### src/rtl/pwm_pkg.sv
package pwm_pkg;
  typedef enum logic {
    PH_A = 1'b0,
    PH_B = 1'b1
  } phase_e;
endpackage

### src/rtl/pwm_timebase.sv
module pwm_timebase #(
  parameter int CW = 8,
  parameter int DW = 4
) (
  input  logic          clk,
  input  logic          rst_ni,
  input  logic [CW-1:0] ramp_len,
  input  logic [DW-1:0] dead_len,
  input  logic          sync_in,
  output logic [CW-1:0] cnt_o,
  output logic          in_dead_o,
  output logic          period_end_o
);
  localparam int CWX = CW + 1;
  localparam int DWX = DW + 1;

  logic [CW-1:0] cnt_q, cnt_d;
  logic [DW-1:0] dcnt_q, dcnt_d;
  logic          dead_q, dead_d;
  logic          ramp_end, dead_end;

  // last-cycle detection; zero lengths collapse to one cycle
  assign ramp_end = (CWX'(cnt_q) + CWX'(1)) >= CWX'(ramp_len);
  assign dead_end = (DWX'(dcnt_q) + DWX'(1)) >= DWX'(dead_len);

  always_comb begin
    cnt_d  = cnt_q;
    dcnt_d = dcnt_q;
    dead_d = dead_q;
    if (sync_in) begin
      dead_d = 1'b1;
      dcnt_d = '0;
    end else if (dead_q) begin
      if (dead_end) begin
        dead_d = 1'b0;
        cnt_d  = '0;
      end else begin
        dcnt_d = dcnt_q + 1'b1;
      end
    end else if (ramp_end) begin
      dead_d = 1'b1;
      dcnt_d = '0;
    end else begin
      cnt_d = cnt_q + 1'b1;
    end
  end

  always_ff @(posedge clk or negedge rst_ni) begin
    if (!rst_ni) begin
      cnt_q  <= '0;
      dcnt_q <= '0;
      dead_q <= 1'b0;
    end else begin
      cnt_q  <= cnt_d;
      dcnt_q <= dcnt_d;
      dead_q <= dead_d;
    end
  end

  assign cnt_o        = cnt_q;
  assign in_dead_o    = dead_q;
  assign period_end_o = dead_q & dead_end & ~sync_in;

  // a sync request always opens a clock interval next cycle
  p_sync_dead_r11: assert property (@(posedge clk) disable iff (!rst_ni)
    sync_in |=> (in_dead_o && dcnt_q == '0));
  // the ramp counter only moves while the ramp is running
  p_ramp_frozen_r2: assert property (@(posedge clk) disable iff (!rst_ni)
    (dead_q && !sync_in && !dead_end) |=> $stable(cnt_q));
endmodule

### src/rtl/pwm_softstart.sv
module pwm_softstart #(
  parameter int CW            = 8,
  parameter int SW            = 4,
  parameter int SS_INC        = 16,
  parameter int DRAIN_PERIODS = 8
) (
  input  logic          clk,
  input  logic          rst_ni,
  input  logic          period_end,
  input  logic          shdn,
  input  logic          uv,
  input  logic [SW-1:0] ss_div,
  output logic [CW-1:0] ss_lvl
);
  localparam int CWX       = CW + 1;
  localparam int SWX       = SW + 1;
  localparam int DRAIN_RAW = (1 << CW) / DRAIN_PERIODS;
  localparam int DRAIN     = (DRAIN_RAW < 1) ? 1 : DRAIN_RAW;
  localparam logic [CWX-1:0] STEP_DN = CWX'(DRAIN);
  localparam logic [CWX-1:0] STEP_UP = CWX'(SS_INC);
  localparam logic [CWX-1:0] LVL_MAX = CWX'((1 << CW) - 1);

  logic [CW-1:0]  lvl_q, lvl_d;
  logic [SW-1:0]  div_q, div_d;
  logic [CWX-1:0] up_sum;
  logic           div_hit;

  assign up_sum  = CWX'(lvl_q) + STEP_UP;
  assign div_hit = (SWX'(div_q) + SWX'(1)) >= SWX'(ss_div);

  always_comb begin
    lvl_d = lvl_q;
    div_d = div_q;
    if (period_end) begin
      if (shdn) begin
        div_d = '0;
        lvl_d = (CWX'(lvl_q) < STEP_DN) ? '0 : CW'(CWX'(lvl_q) - STEP_DN);
      end else if (!uv) begin
        if (div_hit) begin
          div_d = '0;
          lvl_d = (up_sum > LVL_MAX) ? CW'(LVL_MAX) : CW'(up_sum);
        end else begin
          div_d = div_q + 1'b1;
        end
      end
    end
  end

  always_ff @(posedge clk or negedge rst_ni) begin
    if (!rst_ni) begin
      lvl_q <= '0;
      div_q <= '0;
    end else begin
      lvl_q <= lvl_d;
      div_q <= div_d;
    end
  end

  assign ss_lvl = lvl_q;

  // level changes only at a period boundary
  p_ss_quiet_r9: assert property (@(posedge clk) disable iff (!rst_ni)
    !period_end |=> $stable(ss_lvl));
  // a boundary seen under shutdown never raises the level
  p_drain_r8: assert property (@(posedge clk) disable iff (!rst_ni)
    (period_end && shdn) |=> ss_lvl <= $past(ss_lvl));
  // undervoltage freezes the level
  p_uv_hold_r10: assert property (@(posedge clk) disable iff (!rst_ni)
    (period_end && uv && !shdn) |=> $stable(ss_lvl));
endmodule

### src/rtl/pwm_latch_out.sv
module pwm_latch_out
  import pwm_pkg::*;
#(
  parameter int CW = 8
) (
  input  logic          clk,
  input  logic          rst_ni,
  input  logic          in_dead,
  input  logic          period_end,
  input  logic [CW-1:0] cnt,
  input  logic [CW-1:0] thr,
  input  logic          shdn,
  input  logic          uv,
  output logic          out_a,
  output logic          out_b
);
  logic   latch_q, latch_d;
  phase_e phase_q, phase_d;
  logic   cmp_hit, kill;

  assign cmp_hit = ~in_dead & (cnt >= thr);

  // set wins over the clock-interval reset
  always_comb begin
    latch_d = latch_q;
    if (shdn || cmp_hit)
      latch_d = 1'b1;
    else if (in_dead)
      latch_d = 1'b0;
    phase_d = period_end ? ((phase_q == PH_A) ? PH_B : PH_A) : phase_q;
  end

  always_ff @(posedge clk or negedge rst_ni) begin
    if (!rst_ni) begin
      latch_q <= 1'b1;
      phase_q <= PH_A;
    end else begin
      latch_q <= latch_d;
      phase_q <= phase_d;
    end
  end

  // NOR combination: any off cause pulls the output low
  assign kill  = in_dead | latch_q | shdn | cmp_hit | uv;
  assign out_a = ~(kill | (phase_q != PH_A));
  assign out_b = ~(kill | (phase_q != PH_B));

  p_no_overlap_r1: assert property (@(posedge clk) disable iff (!rst_ni)
    !(out_a && out_b));
  p_dead_quiet_r3: assert property (@(posedge clk) disable iff (!rst_ni)
    in_dead |-> !(out_a || out_b));
  p_latch_hold_r4: assert property (@(posedge clk) disable iff (!rst_ni)
    (latch_q && !in_dead) |=> latch_q);
  p_shdn_kill_r7: assert property (@(posedge clk) disable iff (!rst_ni)
    shdn |-> !(out_a || out_b));
  p_uv_block_r10: assert property (@(posedge clk) disable iff (!rst_ni)
    uv |-> !(out_a || out_b));
endmodule

### src/rtl/dual_phase_pwm.sv
module dual_phase_pwm #(
  parameter int CW            = 8,
  parameter int DW            = 4,
  parameter int SW            = 4,
  parameter int SS_INC        = 16,
  parameter int DRAIN_PERIODS = 8
) (
  input  logic          clk,
  input  logic          rst_n,
  input  logic [CW-1:0] duty_cmd,
  input  logic [CW-1:0] ramp_len,
  input  logic [DW-1:0] dead_len,
  input  logic [SW-1:0] ss_div,
  input  logic          shdn,
  input  logic          uv_flag,
  input  logic          sync_in,
  output logic          out_a,
  output logic          out_b,
  output logic          clk_pulse
);
  logic [1:0]    rst_sync_q;
  logic          rst_ni;
  logic [CW-1:0] cnt, ss_lvl, thr;
  logic [CW-1:0] duty_q, duty_d;
  logic          in_dead, period_end;

  // asynchronous assertion, synchronised release
  always_ff @(posedge clk or negedge rst_n) begin
    if (!rst_n) rst_sync_q <= 2'b00;
    else        rst_sync_q <= {rst_sync_q[0], 1'b1};
  end
  assign rst_ni = rst_sync_q[1];

  pwm_timebase #(.CW(CW), .DW(DW)) u_tb (
    .clk          (clk),
    .rst_ni       (rst_ni),
    .ramp_len     (ramp_len),
    .dead_len     (dead_len),
    .sync_in      (sync_in),
    .cnt_o        (cnt),
    .in_dead_o    (in_dead),
    .period_end_o (period_end)
  );

  pwm_softstart #(.CW(CW), .SW(SW), .SS_INC(SS_INC),
                  .DRAIN_PERIODS(DRAIN_PERIODS)) u_ss (
    .clk        (clk),
    .rst_ni     (rst_ni),
    .period_end (period_end),
    .shdn       (shdn),
    .uv         (uv_flag),
    .ss_div     (ss_div),
    .ss_lvl     (ss_lvl)
  );

  // duty command held for a whole period
  assign duty_d = period_end ? duty_cmd : duty_q;
  always_ff @(posedge clk or negedge rst_ni) begin
    if (!rst_ni) duty_q <= '0;
    else         duty_q <= duty_d;
  end

  assign thr = (duty_q < ss_lvl) ? duty_q : ss_lvl;

  pwm_latch_out #(.CW(CW)) u_lo (
    .clk        (clk),
    .rst_ni     (rst_ni),
    .in_dead    (in_dead),
    .period_end (period_end),
    .cnt        (cnt),
    .thr        (thr),
    .shdn       (shdn),
    .uv         (uv_flag),
    .out_a      (out_a),
    .out_b      (out_b)
  );

  assign clk_pulse = in_dead;

  // captured duty moves only on a period boundary
  p_duty_hold_r5: assert property (@(posedge clk) disable iff (!rst_ni)
    !period_end |=> $stable(duty_q));
endmodule

### config.mk
export PLATFORM = sky130hd
export DESIGN_NAME = dual_phase_pwm
export DESIGN_NICKNAME = d
export VERILOG_FILES = /design/src/rtl/pwm_pkg.sv /design/src/rtl/pwm_timebase.sv /design/src/rtl/pwm_softstart.sv /design/src/rtl/pwm_latch_out.sv /design/src/rtl/dual_phase_pwm.sv
export SDC_FILE = /design/constraint.sdc
export NUM_CORES = 1
export LEC_CHECK = 0
export ABC_CLOCK_PERIOD_IN_PS = 3990
export BUFFER_PORTS_ARGS = -buffer_cell sky130_fd_sc_hd__buf_2
export CAP_MARGIN = 0
export CORE_MARGIN = 2
export CORE_UTILIZATION = 40
export DETAILED_ROUTE_END_ITERATION = 10
export PLACE_DENSITY = 0.62
export SLEW_MARGIN = 20
export SYNTH_ARGS = -nofsm -noshare
export SYNTH_HDL_FRONTEND = slang
export SYNTH_SLANG_ARGS = --single-unit
### constraint.sdc
create_clock -name clk -period 3.99 [get_ports clk]
set_input_delay 0.798 -clock clk [delete_from_list [all_inputs] [get_ports clk]]
set_output_delay 0.798 -clock clk [all_outputs]
set_load 0.01 [all_outputs]
* Yosys cells after proc, flatten, opt, wreduce, memory -nomap -nowiden *
Cells that the tools add are included.

cells by class
  add/subtract/negate cells = 8
  multipliers = 0
  div/mod/pow operators = 0
  order comparisons = 7
  equality and inequality tests = 4
  shift operators = 0
  muxes and demuxes = 23
  bitwise logic cells = 14
  reductions and logical operators = 8

operators with widths
  operator                                                    count
  2-to-1 mux 8 bit                                            9
  2-to-1 mux 4 bit                                            7
  adder 4 x 1 -> 5 bit, second input constant                 2
  >= comparator 5 x 4 -> 1 bit                                2
  adder 8 x 1 -> 9 bit, second input constant                 1
  adder 8 x 5 -> 9 bit, second input constant                 1
  >= comparator 9 x 8 -> 1 bit                                1
  > comparator 9 x 8 -> 1 bit, second input constant          1
  adder 4 x 1 -> 4 bit, second input constant                 2
  adder 8 x 1 -> 8 bit, second input constant                 1
  >= comparator 8 bit                                         1
  less-than comparator 8 x 6 -> 1 bit, second input constant  1
  less-than comparator 8 bit                                  1
  subtractor 8 x 6 -> 8 bit, second input constant            1
  2-to-1 mux 1 bit                                            7
  OR 1 bit                                                    6
  AND reduction 3 bit                                         2
  inverter 1 bit                                              5
  != test 2 bit, second input constant                        2
  AND reduction 2 bit                                         2
  nonzero test 2 bit                                          2
  AND 1 bit                                                   3
  != test 3 bit, second input constant                        1
  nonzero test 3 bit                                          1
  other kinds (2)                                             2

word-level totals
  bits in registers = 37
  bits in latches = 0
  bits in writable memories = 0
  bits in read-only memories = 0
  bits of input ports = 29
  output and inout port bits = 3
  word-level logic and storage cells = 73
  memories = 0

* Longest topological paths before layout *
Gate-level depths: netlist of the first run.

  depth after elaboration = 8
  depth in mapped cells = 14
  depth with buffers taken out = 13

* By module *
Synthesis of the first run repeated with hierarchy kept, for this count alone.

unflattened totals
  cells, all modules = 286
  area total of the unflattened synthesis = 2716.4 um^2

by module, submodules not included
  module          times used  cells each  area each (um^2)  sequential area each (um^2)
  pwm_timebase    1           115         1024.7            325.3
  pwm_softstart   1           84          775.7             225.2
  dual_phase_pwm  1           52          625.6             250.2
  pwm_latch_out   1           35          290.3             51.3

* Least setup slack after synthesis of the first run *
Ideal clock, no wire load.

  path kind = register to output
  from = reg u_ss.lvl_q[5], in the netlist u_ss.ss_lvl[5]
  to = out out_b
  arrival = 3.270 ns
  data required time = 3.192 ns
  setup slack = -0.078 ns
  cell stages (with the launch flop) = 14
  path buffers = 1
  cell sequence = dfrtp_1 > inv_1 > ha_1 > a21o_1 > a21o_1 > a21oi_1 > o31a_1 > buf_2 > mux2i_1 > ha_1 > a21o_1 > a2111oi_0 > o211ai_1 > nor4b_1

on the way
  word-level cells in the longest chain between the ends = 8

ends and longest elaborated chain
  element                     RTL line              text
  start, declared             pwm_softstart.sv:23   logic [CW-1:0] lvl_q, lvl_d;
  start signal, assigned      pwm_softstart.sv:54   lvl_q <= lvl_d;
  less-than comparator 8 bit  dual_phase_pwm.sv:63  assign thr = (duty_q < ss_lvl) ? duty_q : ss_lvl;
  2-to-1 mux 8 bit (*)        dual_phase_pwm.sv:63
  >= comparator 8 bit (*)     pwm_latch_out.sv:21   assign cmp_hit = ~in_dead & (cnt >= thr);
  AND 1 bit (*)               pwm_latch_out.sv:21
  OR 1 bit (*) (2 in a row)   pwm_latch_out.sv:44   assign kill = in_dead | latch_q | shdn | cmp_hit | uv;
  OR 1 bit (*)                pwm_latch_out.sv:46   assign out_b = ~(kill | (phase_q != PH_B));
  inverter 1 bit (*)          pwm_latch_out.sv:46
  end, declared               dual_phase_pwm.sv:18  output logic out_b,

Mark *: on every way between the ends. The rest lies on a longest branch, timed or not.

* Worst setup path after layout of the first run *
  from = reg u_ss.lvl_q[5], in the netlist u_ss.ss_lvl[5]
  to = out out_a

on the way
  word-level cells in the longest chain between the ends = 8

ends and longest elaborated chain
  element                     RTL line              text
  less-than comparator 8 bit  dual_phase_pwm.sv:63
  2-to-1 mux 8 bit (*)        dual_phase_pwm.sv:63
  >= comparator 8 bit (*)     pwm_latch_out.sv:21
  AND 1 bit (*)               pwm_latch_out.sv:21
  OR 1 bit (*) (2 in a row)   pwm_latch_out.sv:44
  OR 1 bit (*)                pwm_latch_out.sv:45   assign out_a = ~(kill | (phase_q != PH_A));
  inverter 1 bit (*)          pwm_latch_out.sv:45
  end, declared               dual_phase_pwm.sv:17  output logic out_a,

Marks and branches as above.

==> impl_results.md, run 1 <==
- Status: complete, but fails checks
- Violated checks: setup timing
- Routed length per placed instance: 14.2 um
- Share of layout cells above drive strength 1: 28.3%
- First-pass GRT wire length: approximately 9800 um
- Register bit total from synthesis: 34
- Final GP Congestion: 0.865
- Vias in the first global route: 2,171
- Worst Path Required: 3.19 ns
- Fillers: 612
- Ports: 32
- Die area: roughly 7200 um^2
- DP Cell Count: 380
- Yosys warnings: 0
- Initial Util: 41.3%
- Final worst setup slack: -0.0965 ns
- Site Rows: 29
- Via count: 2,146
- Avg Cell Area, Syn: 9.68 um^2
- Global route overflow: 0
- Hold Crit Class: reg2async
- Reg clk slew, reported paths: 0.07 ns
- Hpwl dp: just over 4000 um
- Period utilization: 102%
- Pleak: 1.55 nW
- Clock Skew: 0.00479 ns
- Max_slew headroom: 57.0%
- R2R setup slack: 1.04 ns
- Port Buffer Count: 31
- Clock root buffer: clkbuf_8
- Final Power: 0.00220 W
- Sink Count: 34
- Initial antenna violation count: 0
- 1st-iter DRT viols: 72
- TritonCTS Buffers: 5
- Crit path DAT: 3.29 ns
- Clock tree buffer depth: 2
- Reg2reg start: u_tb.cnt_o[0]
- Max cap viols: 0
- Post-synth top area share: 31.7%
- Reg2reg path depth: 9
- Via-per-instance ratio: 5.38
- Seq/Total Area, Yosys: 32.7%
- Worst-Skew Late Latency: about 0.29 ns
- Die span in y: 84.7 um
- Slew Viols, Final: 0
- Mapped Nets: 336
- GRT Overall Usage: 16.6%
- Fraction of registers with async set or reset after synthesis: 100%
- Synth area leader: dfrtp_1
- Post-synth EDFFs: 0
- Crit Path Max Fanout: 3
- Worst setup EP type: output pin
- Fin area: 3180 um^2
- Hold WS: 0.116 ns
- Tmin final: 4.09 ns
- Layout area overhead: 22.1%
- Synth Flop Type: dfrtp_1
- Area contributors post-synth: dfrtp_1 32%, ha_1 18%, mux2_2 5.2%
- PwrDens: 692 nW/um^2
- Antenna cell count: 0
- Setup-failing EPs final: 2
- Crit path launch type: flop
- Unrepaired setup endpoints after global routing: yes
- Worst r2r dst: u_tb.cnt_o[7]
- Register cell area after layout: about 850 um^2
- Routed WL: between 5000 and 6000 um
- # nets final: 388
- Largest net degree at the start of global routing: 27
- Hold buffer count at CTS: 0
- Synthesized area: 2600 um^2
- Die width: 84.7 um
- Total core area: 6310 um^2
- Peak Freq: 0.245 GHz
- Post-route antenna net violation count: 0
- Cells after Synth: 269
- Multi-input logic area: around 1700 um^2
- Worst ir drop on vdd: 0.282 mV
- Drt pass-1 iters: 4
- CTS tree: built
- Final cell count without fillers: between 300 and 400
- Worst-Margin Slew: 0.646 ns
- Post-DP Area: 2900 um^2
- Synth unique cells: 52
- Final Hold Vio Count: 0
- DRC: 0
- CP Class: reg2out
- CTS H-tree depth: 2
layout make-up:
| cell class | count | area share [%] |
|---|---|---|
| Inverter | 26 | 3.07 |
| Clock buffer | 8 | 2.52 |
| Tap cell | 77 | 3.03 |
| Sequential cell | 34 | 26.8 |
| Timing Repair Buffer | 53 | 10.3 |
| Multi-Input combinational cell | 201 | 54.3 |
cell usage after synthesis, drive strengths merged, types with 3 or more instances:
library cell,instances
nor2b,8
nand2b,9
dfrtp,33
mux2i,10
buf,4
clkbuf,4
xnor2,8
nand4,5
a21o,6
nor2,7
o21ai,8
o21a,3
nand2,16
nand3,5
inv,26
o211ai,7
a21oi,12
mux2,12
ha,38
a31oi,5
xor2,3
nor3,6
layout by cell type, fill, tap and decap left out, drive strengths merged, types with 2 or more instances in the layout:
cell     instances
nand3            5
nor3             6
o221ai           2
nor2             7
or3              2
nor4             2
xnor2            8
clkbuf           8
a2111oi          2
nand3b           2
mux2i           10
a31oi            5
mux2            12
buf             53
dfrtp           33
a21o             6
o21a             3
ha              38
a211oi           2
xor2             3
nand4            5
inv             26
nand2           16
o22ai            2
nand2b           9
o211ai           7
a21oi           12
o21ai            8
nor2b            8
power breakdown:
group | switching (W) | total (W) | internal, W | leakage (nW)
clock network | 0.000127 | 0.000251 | 0.000124 | 0.0395
logic | 0.000603 | 0.00135 | 0.000743 | 1.08
registers | 0.000141 | 0.000604 | 0.000463 | 0.428
how the worst max path moves through the flow:
stage	end	start	depth (start not counted)	slack [ns]
6_report	out_a	u_ss.ss_lvl[5]	16	-0.1
5_1_grt	out_a	u_ss.ss_lvl[5]	14	-0.28
4_1_cts	out_b	duty_q[5]	12	-0.05
3_5_place_dp	out_b	u_ss.ss_lvl[5]	13	-0.04
3_3_place_gp	out_b	u_ss.ss_lvl[5]	13	0.07
2_1_floorplan	out_a	u_ss.ss_lvl[5]	13	0.03
per-stage QoR:
stage	setup TNS, ns	setup WS, ns	util, %
6_report	-0.170	-0.0965	50.4
5_1_grt	-0.542	-0.275	50.4
4_1_cts	-0.0787	-0.0549	48.6
3_5_place_dp	-0.0413	-0.0413	46.0
3_3_place_gp	0	0.0718	46.0
2_1_floorplan	0	0.0262	-
critical path: stages, from the launching register on:
cell      delay (ns)
dfrtp_1         0.39
inv_2           0.09
ha_4            0.21
a21o_1          0.15
a21o_1          0.16
a21oi_2         0.11
o31a_1          0.20
buf_4           0.14
buf_6           0.09
mux2i_1         0.20
ha_1            0.29
buf_4           0.15
buf_4           0.12
nand4_1         0.08
o211ai_1        0.17
nor4_1          0.28
buf_2           0.17
state kept, by name, indices dropped and copies added (netlist names), 2 cells and up:
| register | cells |
|---|---|
| u_ss.ss_lvl | 5 |
| duty_q | 8 |
| u_tb.dcnt_q | 4 |
| u_tb.cnt_o | 8 |
| u_ss.div_q | 4 |
| rst_sync_q | 2 |
layer usage:
metal  share of wire (%)  vias up  track usage [%]
met1                  46     1006             21.5
met5                   0        -                0
li1                    -     1078                -
met3                 4.7        8             3.54
met4                 1.4        0             5.34
met2                  48       54             27.6
what timing repair did:
item,CTS,global route
pin swaps,13,11
endpoints found under the setup margin,2,2
buffers inserted,6,6
gates resized for setup,7,13
kinds of logic (layout without fill, tap and decap cells):
family / count (synthesis) / after routing / synth area share [%]
flops: 34 / 34 / 32.7
buf+inv: 34 / 87 / 5.33
simple gates: 69 / 69 / 14.2
fa+ha+maj: 39 / 39 / 18.6
other cells: 1 / 1 / 0.144
compound gates: 59 / 59 / 16.2
xor+xnor: 11 / 11 / 3.70
mux: 22 / 22 / 9.03
(Power assumes the default switching activity.)
==> run 2, diff against run 1 <==
--- a/config.mk
+++ b/config.mk
@@ -11,6 +11,7 @@
 export CORE_MARGIN = 2
 export CORE_UTILIZATION = 40
 export DETAILED_ROUTE_END_ITERATION = 10
+export GPL_TIMING_DRIVEN = 0
 export PLACE_DENSITY = 0.62
 export SLEW_MARGIN = 20
 export SYNTH_ARGS = -nofsm -noshare
==> run 2 against run 1 <==
Combinational power fell by 7%. Power down 3.6%. Cell count is the same. Clock skew is 0.0022 ns higher. Die area is the same. Non-clock buffer count is the same. Final area fell by 1.1%. Worst hold slack better by 0.17 ns. The run still ends with setup timing left. Sequential share of layout area increased by 0.53 points. Register-to-register slack is essentially flat. Clock-buffer cell count fell by 2. Critical endpoint is now out_b. Sequential power about the same.
==> impl_results.md, run 2 (synthesis gave the netlist of run 1 again) <==
- Status: complete, but fails checks
- Violated checks: setup timing
- Die span in y: 84.7 um (unchanged)
- Pleak: 1.53 nW (-1.2%)
- Initial antenna violation count: 0 (unchanged)
- Site Rows: 29 (unchanged)
- DRC: 0 (unchanged)
- CP Class: reg2out
- Crit path launch type: flop
- Final worst setup slack: -0.139 ns (-0.0427 ns)
- CTS tree: built
- Vias in the first global route: 2,137 (-1.6%)
- Slew Viols, Final: 0 (unchanged)
- Tmin final: 4.13 ns (+0.0427 ns)
- Global route overflow: 0 (unchanged)
- Drt pass-1 iters: 4 (unchanged)
- Fillers: 636 (+3.9%)
- Final Hold Vio Count: 0 (unchanged)
- Die area: 7170 um^2 (unchanged)
- Max cap viols: 0 (unchanged)
- Hold Crit Class: in2async
- Largest net degree at the start of global routing: 33 (+22%)
- Setup-failing EPs final: 2 (unchanged)
- Worst-Skew Late Latency: 0.28 ns (about the same)
- DP Cell Count: 377 (-0.79%)
- Post-route antenna net violation count: 0 (unchanged)
- Final cell count without fillers: 399 (unchanged)
- Reg clk slew, reported paths: 0.08 ns (about the same)
- Worst ir drop on vdd: 0.369 mV (+31%)
- Unrepaired setup endpoints after global routing: yes
- R2R setup slack: 1.04 ns (about the same)
- Initial Util: 41.3% (unchanged)
- First-pass GRT wire length: 9830 um (+0.71%)
- Clock Skew: 0.00698 ns (+0.00220 ns)
- Reg2reg start: u_tb.cnt_o[2]
- Worst Path Required: 3.19 ns (about the same)
- Final GP Congestion: 0.817 (-5.6%)
- Port Buffer Count: 31 (unchanged)
- Crit Path Max Fanout: 4 (+1)
- Layout area overhead: 20.8%
- Most common cell after layout, fill and taps aside: ha_1
- TritonCTS Buffers: 5 (unchanged)
- # nets final: 388 (unchanged)
- Max_slew headroom: 51.1% (-5.9 points)
- Routed length per placed instance: 14.2 um (about the same)
- Ports: 32 (unchanged)
- Period utilization: 103% (+1.1 points)
- Via-per-instance ratio: 5.32 (-1.1%)
- 1st-iter DRT viols: 102 (+42%)
- Hold WS: 0.281 ns (+0.166 ns)
- Share of layout cells above drive strength 1: 28.3% (unchanged)
- Most frequent cells in the layout: 36 x ha_1, 33 x buf_2, 27 x dfrtp_1
- Clock root buffer: clkbuf_8
- PwrDens: 674 nW/um^2 (-2.6%)
- Via count: 2,123 (-1.1%)
- Routed WL: 5670 um (about the same)
- Reg2reg path depth: 11 (+2)
- Worst-Margin Slew: 0.734 ns (+0.0887 ns)
- Worst r2r dst: u_tb.cnt_o[2]
- Clock tree buffer depth: 2 (unchanged)
- Peak Freq: 0.242 GHz (-1.0%)
- Die width: 84.7 um (unchanged)
- Sink Count: 34 (unchanged)
- Worst setup EP type: output pin
- GRT Overall Usage: 16.7% (+0.12 points)
- Antenna cell count: 0 (unchanged)
- CTS H-tree depth: 2 (unchanged)
- Total core area: 6310 um^2 (unchanged)
- Hpwl dp: 4020 um (-2.2%)
- Crit path DAT: 3.33 ns (+0.04 ns)
- Hold buffer count at CTS: 0 (unchanged)
-- run 2: worst max path at each step --
stage,start,to,slack (ns),depth (start not counted)
after floorplan,u_ss.ss_lvl[5],out_a,0.03,13
after global placement,u_ss.ss_lvl[5],out_b,-0.37,14
after CTS,u_ss.ss_lvl[5],out_b,-0.1,14
final,u_ss.ss_lvl[2],out_b,-0.14,13
after global routing,u_ss.ss_lvl[2],out_b,-0.29,13
after detailed placement,u_ss.ss_lvl[5],out_b,-0.41,14
-- run 2: cell type report --
class                      count  area [um^2]  area share [%]
multi-input combinational    201         1680            53.5
sequential                    34          860            27.3
timing repair buffer          46          272            8.63
inverter                      26         97.6            3.10
tap                           77         96.3            3.06
clock buffer                   6         82.6            2.62
buffer                         7         43.8            1.39
clock inverter                 2         12.5           0.398
-- run 2: what timing repair did --
item                                    4_1_cts  5_1_grt
buffers inserted                             11        4
pin swaps                                    13        6
endpoints found under the setup margin        2        2
resized for setup                            16        4
-- run 2: critical path, cell delays in order, from the launching register on --
cell	delay, ns
dfrtp_2	0.43
inv_2	0.08
ha_4	0.19
a21o_1	0.18
a211oi_2	0.21
o31a_1	0.15
buf_6	0.12
mux2i_1	0.20
ha_1	0.26
a21o_1	0.20
a2111oi_4	0.30
o211ai_1	0.24
nor4b_2	0.31
buf_2	0.17
-- run 2: where the power goes --
part	switching [W]	internal (W)
Clock	0.000132	0.000139
Sequential	0.000134	0.000467
Combinational	0.000581	0.000668
-- run 2: metrics by stage --
stage                     setup WS (ns)  TNS, ns  instance area, um^2  power [W]  utilization, %
final                            -0.139   -0.165                 3150    0.00212            49.8
after global routing             -0.285   -0.448                 3150    0.00232            49.8
after CTS                       -0.0955   -0.171                 3080    0.00204            48.8
after detailed placement         -0.414   -0.775                 2860    0.00158            45.4
after global placement           -0.371   -0.708                 2860    0.00155            45.3
after floorplan                  0.0262        0                 2610    0.00135               -
-- run 2: layer usage --
metal	GRT usage (%)	up-vias	wire, um
li1	-	1080	-
met2	27.2	33	2710
met5	0	-	0
met4	2.74	0	22
met3	3.34	2	178
met1	23.4	1008	2760
